===== src/rtl/bsram_pkg.sv =====
package bsram_pkg;
  localparam int ADDR_W = 6;
  localparam int DEPTH  = 1 << ADDR_W;
  localparam int LANES  = 4;
  localparam int BYTE_W = 8;
  localparam int PAR_W  = 1;
  localparam int LANE_W = BYTE_W + PAR_W;
  localparam int DATA_W = LANES * LANE_W;
  localparam int BEAT_W = 2;

  typedef struct packed {
    logic [LANES-1:0]  laneWr;
    logic [ADDR_W-1:0] wrAddr;
    logic [ADDR_W-1:0] rdAddr;
    logic              drive;
  } memCtl_t;
endpackage


===== src/rtl/bsram_ctrl.sv =====
module bsram_ctrl
  import bsram_pkg::*;
(
  input  logic              clk,
  input  logic              rstN,
  input  logic              snooze,
  input  logic              procStrobeN,
  input  logic              ctrlStrobeN,
  input  logic              advanceN,
  input  logic              ceN,
  input  logic              ce2,
  input  logic              ce2N,
  input  logic              burstMode,
  input  logic              oeN,
  input  logic [LANES-1:0]  byteWeN,
  input  logic [ADDR_W-1:0] addrIn,
  output memCtl_t           memCtl
);
  logic              selReg;
  logic [ADDR_W-1:0] baseAddr;
  logic [BEAT_W-1:0] beat;
  logic [BEAT_W-1:0] lowBits;
  logic [ADDR_W-1:0] curAddr;
  logic              procGo, ctrlGo, chipOn;

  assign procGo = !procStrobeN && !ceN;
  assign ctrlGo = !procGo && !ctrlStrobeN;
  assign chipOn = !ceN && ce2 && !ce2N;

  // burst order: interleaved flips bits, linear adds modulo 4
  assign lowBits = burstMode ? (baseAddr[BEAT_W-1:0] ^ beat)
                             : (baseAddr[BEAT_W-1:0] + beat);
  assign curAddr = {baseAddr[ADDR_W-1:BEAT_W], lowBits};

  always_ff @(posedge clk or negedge rstN) begin
    if (!rstN) begin
      selReg   <= 1'b0;
      baseAddr <= '0;
      beat     <= '0;
    end else if (!snooze) begin
      if (procGo || ctrlGo) begin
        baseAddr <= addrIn;
        beat     <= '0;
        selReg   <= chipOn;
      end else if (selReg && !advanceN) begin
        beat <= beat + 1'b1;
      end
    end
  end

  always_comb begin
    memCtl.laneWr = '0;
    memCtl.wrAddr = curAddr;
    memCtl.rdAddr = curAddr;
    memCtl.drive  = selReg && !oeN && !snooze;
    if (rstN && !snooze && !procGo) begin
      if (ctrlGo) begin
        memCtl.wrAddr = addrIn;
        if (chipOn) memCtl.laneWr = ~byteWeN;
      end else if (selReg) begin
        memCtl.laneWr = ~byteWeN;
      end
    end
  end

  AST_PROC_RESTART: assert property (@(posedge clk) disable iff (!rstN)
    (procGo && chipOn && !snooze) |=> (selReg && beat == '0 && baseAddr == $past(addrIn)));
  AST_PROC_READ_ONLY: assert property (@(posedge clk) disable iff (!rstN)
    (!procStrobeN && !ceN) |-> (memCtl.laneWr == '0));
  AST_CE_BLOCKS_PROC: assert property (@(posedge clk) disable iff (!rstN)
    (ceN && ctrlStrobeN && advanceN && !snooze) |=> ($stable(baseAddr) && $stable(selReg) && $stable(beat)));
  AST_DESELECT: assert property (@(posedge clk) disable iff (!rstN)
    ((procGo || ctrlGo) && (!ce2 || ce2N) && !snooze) |=> (!selReg && !memCtl.drive));
  AST_WRAP: assert property (@(posedge clk) disable iff (!rstN)
    (selReg && !advanceN && !procGo && !ctrlGo && !snooze && beat == 2'd3) |=> (beat == '0));
  AST_SNOOZE_FREEZE: assert property (@(posedge clk) disable iff (!rstN)
    snooze |=> ($stable(baseAddr) && $stable(beat) && $stable(selReg)));
endmodule


===== config.mk =====
export PLATFORM = sky130hd
export DESIGN_NAME = bsram_ctrl
export DESIGN_NICKNAME = d
export VERILOG_FILES = /design/src/rtl/bsram_pkg.sv /design/src/rtl/bsram_ctrl.sv
export SDC_FILE = /design/constraint.sdc
export NUM_CORES = 1
export LEC_CHECK = 0
export BUFFER_PORTS_ARGS = -buffer_cell sky130_fd_sc_hd__clkbuf_2
export CELL_PAD_IN_SITES_DETAIL_PLACEMENT = 0
export CELL_PAD_IN_SITES_GLOBAL_PLACEMENT = 1
export CORE_ASPECT_RATIO = 1.4
export CORE_UTILIZATION = 26
export DETAILED_ROUTE_END_ITERATION = 12
export PLACE_DENSITY_LB_ADDON = 0.1
export SLEW_MARGIN = 40
export SYNTH_ARGS = -nofsm -noshare
export SYNTH_HDL_FRONTEND = slang
export SYNTH_SLANG_ARGS = --single-unit

===== constraint.sdc =====
create_clock -name clk -period 1.55 [get_ports clk]
set_input_delay 0.31 -clock clk [delete_from_list [all_inputs] [get_ports clk]]
set_output_delay 0.31 -clock clk [all_outputs]
set_load 0.01 [all_outputs]

==> key figures <==
Global routing
  • Initial antenna violation count: 0
  • First-pass GRT wire length: 2318 um
  • Overall global routing resource usage: 12.52%
  • Vias in the first global route: 552
  • Congestion Overflow GR: 0
  • GR peak layer: met2
  • M3 GR Usage: 1.227%
  • Largest net degree at the start of global routing: 10
  • GR Layer Usage met2: 21.86%
  • M1 GR Usage: 13.73%

Floorplan
  • Die area: 2509 sq um
  • Core area: 2177 sq um
  • Rows: 20
  • Io pins: 38
  • Initial Util: 27.59%
  • Die Ht: 58.87 um
  • Die Wd: 42.62 um

Cells and area
  • Fin area: 1012 sq um
  • Layout cells sized above 1: 73.58%
  • Ant diodes: 0
  • Area grow syn2layout: 68.54%
  • Layout Nets: 129

Route
  • Residual DRC: 0
  • DRT iter0 DRCs: 3
  • Post-Route WL: 1420 um
  • Drt pass-1 iters: 4
  • Vias/cell: 4.703
  • Wire per inst: 11.09 um
  • Routed Antenna Nets: 0
  • Detailed-route via count: 602

Worst hold path
  • Hold Path Cell Cnt: 2
  • Worst hold path class: in -> reg
  • Worst Hold Launch: addrIn[2]
  • Min-Delay Endpoint: baseAddr[2]

Critical path
  • Critical path's largest stage delay: 0.52 ns
  • CP Cell Sequence: buf_6 > or4b_1 > a2111o_1 > nor2_2 > buf_2
  • Crit-path max FO: 4
  • Worst R2R Start: beat[0]
  • Slowest CP cell: or4b_1
  • Worst reg2reg endpoint: beat[1]
  • Critical path class: in -> out
  • Crit end category: primary output
  • Crit path launch type: input pin
  • Worst EP arrival: 1.64 ns
  • Flop-to-flop setup slack: 0.30 ns
  • Reg2Reg Depth: 6
  • Worst endpoint required time: 1.24 ns

Clock tree
  • Worst skew pair latency: 0.26 ns
  • CTS Buf Count: 3
  • CTS tree: yes
  • H-tree Lvls: 1
  • CTS sink cnt: 9
  • CTS root buffer: clkbuf_4
  • Clk slew on worst S/H paths: 0.06 ns
  • Bufs on Longest Clock Path: 2

STA
  • Final hold vios: 0
  • RSZ-0062 raised after global routing: true
  • Setup_tns: -2.372 ns
  • Fmax: 513.6 MHz
  • Tcrit/Tclk final: 125.6%
  • Final Max Slew Viols: 0
  • Final setup vio count: 11
  • Final worst slack: -0.3971 ns
  • Skew final: 0.0003246 ns
  • Hold_ws: 0.2997 ns
  • Min Tclk post-route: 1.947 ns
  • Worst Tran Pin Value: 0.2314 ns
  • Max_slew headroom: 84.45%

Logic synthesis
  • Synth top cells by count: mux2_2, dfrtp_1, nor2_1
  • Mapped Area: 600.6 sq um
  • Synthesized area per cell: 10.92 sq um
  • Post-synth top area cell: dfrtp_1
  • Post-synth top flop: dfrtp_1
  • Share of the synthesized area in the top cell type: 37.50%
  • Yosys warns: 0
  • Synthesis-stage register bit count: 9
  • Count leader, synth: mux2_2
  • Post-synth ARST share: 100.0%
  • Largest cells by area after synthesis: dfrtp_1, mux2_2, buf_4, nor2_1, nor4_4
  • Yosys cell types: 19
  • Register area share after synthesis: 37.50%
  • Cells after Synth: 55
  • EDFF count, synth: 0
  • Post-Syn Nets: 77

Power
  • Flop pwr share: 37.3%
  • Pwr dens: 739.8 nW/um^2
  • Psw: 0.2110 mW
  • Clock power frac: 23.9%
  • Share of power burned in combinational logic: 38.8%
  • Leakage: 0.5181 nW
  • Total Power: 0.7488 mW
  • Internal power: 0.5378 mW
  • Switching Fraction: 28.18%
  • Peak supply drop: 0.2522 mV

Placement
  • Post-DP HPWL: 1158 um
  • I/O Buffers: 37
  • Dpl ws: -0.3944 ns
  • GP Congestion: 0.6706
  • Dpl cell area: 898.4 sq um

Run
  • Max cap viols: 0

Status
  • Failing checks: negative setup slack
  • Status: finished with violations
[per-stage QoR]
step / cells / util [%]
after floorplan: 55 / -
final: 128 / 46.49
after global placement: 120 / 41.26
after detailed placement: 120 / 41.26
after CTS: 127 / 44.71
after global routing: 128 / 46.49
[metal layers]
layer / share of wire, % / up-vias / wire, um
li1: - / 293 / -
met2: 54 / 30 / 764
met1: 40 / 279 / 571
met4: 0 / 0 / 0
met5: 0 / - / 0
met3: 5.9 / 0 / 84
[cells in the final DEF (no fill, tap or decap), drive strengths merged]
master,n
nand2b,1
inv,1
o21a,1
xnor2,2
nor2b,2
a21o,2
a22o,2
dlygate4sd3,1
mux2,13
buf,26
nor3b,2
nor2,8
dfrtp,9
nand3b,1
clkbuf,30
a2111o,1
nor4,1
or4b,1
nand2,1
ha,1
[how the worst max path moves through the flow]
stage          from    endpoint  depth (start not counted)
2_1_floorplan   ceN  memCtl[13]                          3
3_3_place_gp    ceN  memCtl[13]                          5
3_5_place_dp    ceN  memCtl[16]                          5
4_1_cts         ceN  memCtl[16]                          5
5_1_grt         ceN  memCtl[15]                          5
6_report        ceN  memCtl[16]                          5
[cell type report]
type	count	area [sq um]
sequential	9	225.2
timing repair buffer	53	342.8
tap	22	27.53
clock buffer	4	26.28
multi-input combinational	39	386.6
inverter	1	3.754
fill	217	1165
[timing repair]
action                     4_1_cts  5_1_grt
hold buffers                     1        0
buffers inserted                 2        2
resized for setup                7       15
hold endpoints to repair         5        0
pin swaps                        3        3
setup endpoints to repair       11       11
[sequential cells by signal, indices dropped and copies added (netlist names)]
register	count
baseAddr	6
selReg	1
beat	2
[critical path, delay by kind of cell]
family          cells  cell delay [ns]
buf+inv             2             0.22
compound gates      1             0.47
simple gates        2             0.65
[logic make-up after synthesis]
logic type,after synthesis,share of synthesized area (%)
and+or+nand+nor,17,17.71
muxes,13,24.37
DFF,9,37.50
buffers and inverters,7,6.875
AOI/OAI and AO/OA,6,8.542
xor gates and xnor gates,2,2.917
adders and majority gates,1,2.083
[power by group through the flow]
stage	Combinational [mW]	Sequential (mW)	Clock, mW
after detailed placement	0.255	0.284	0
after CTS	0.274	0.280	0.188
after global placement	0.255	0.283	0
after floorplan	0.161	0.281	0
final	0.291	0.279	0.179
after global routing	0.315	0.284	0.201
Note: power is estimated with default switching activity, not from simulation.
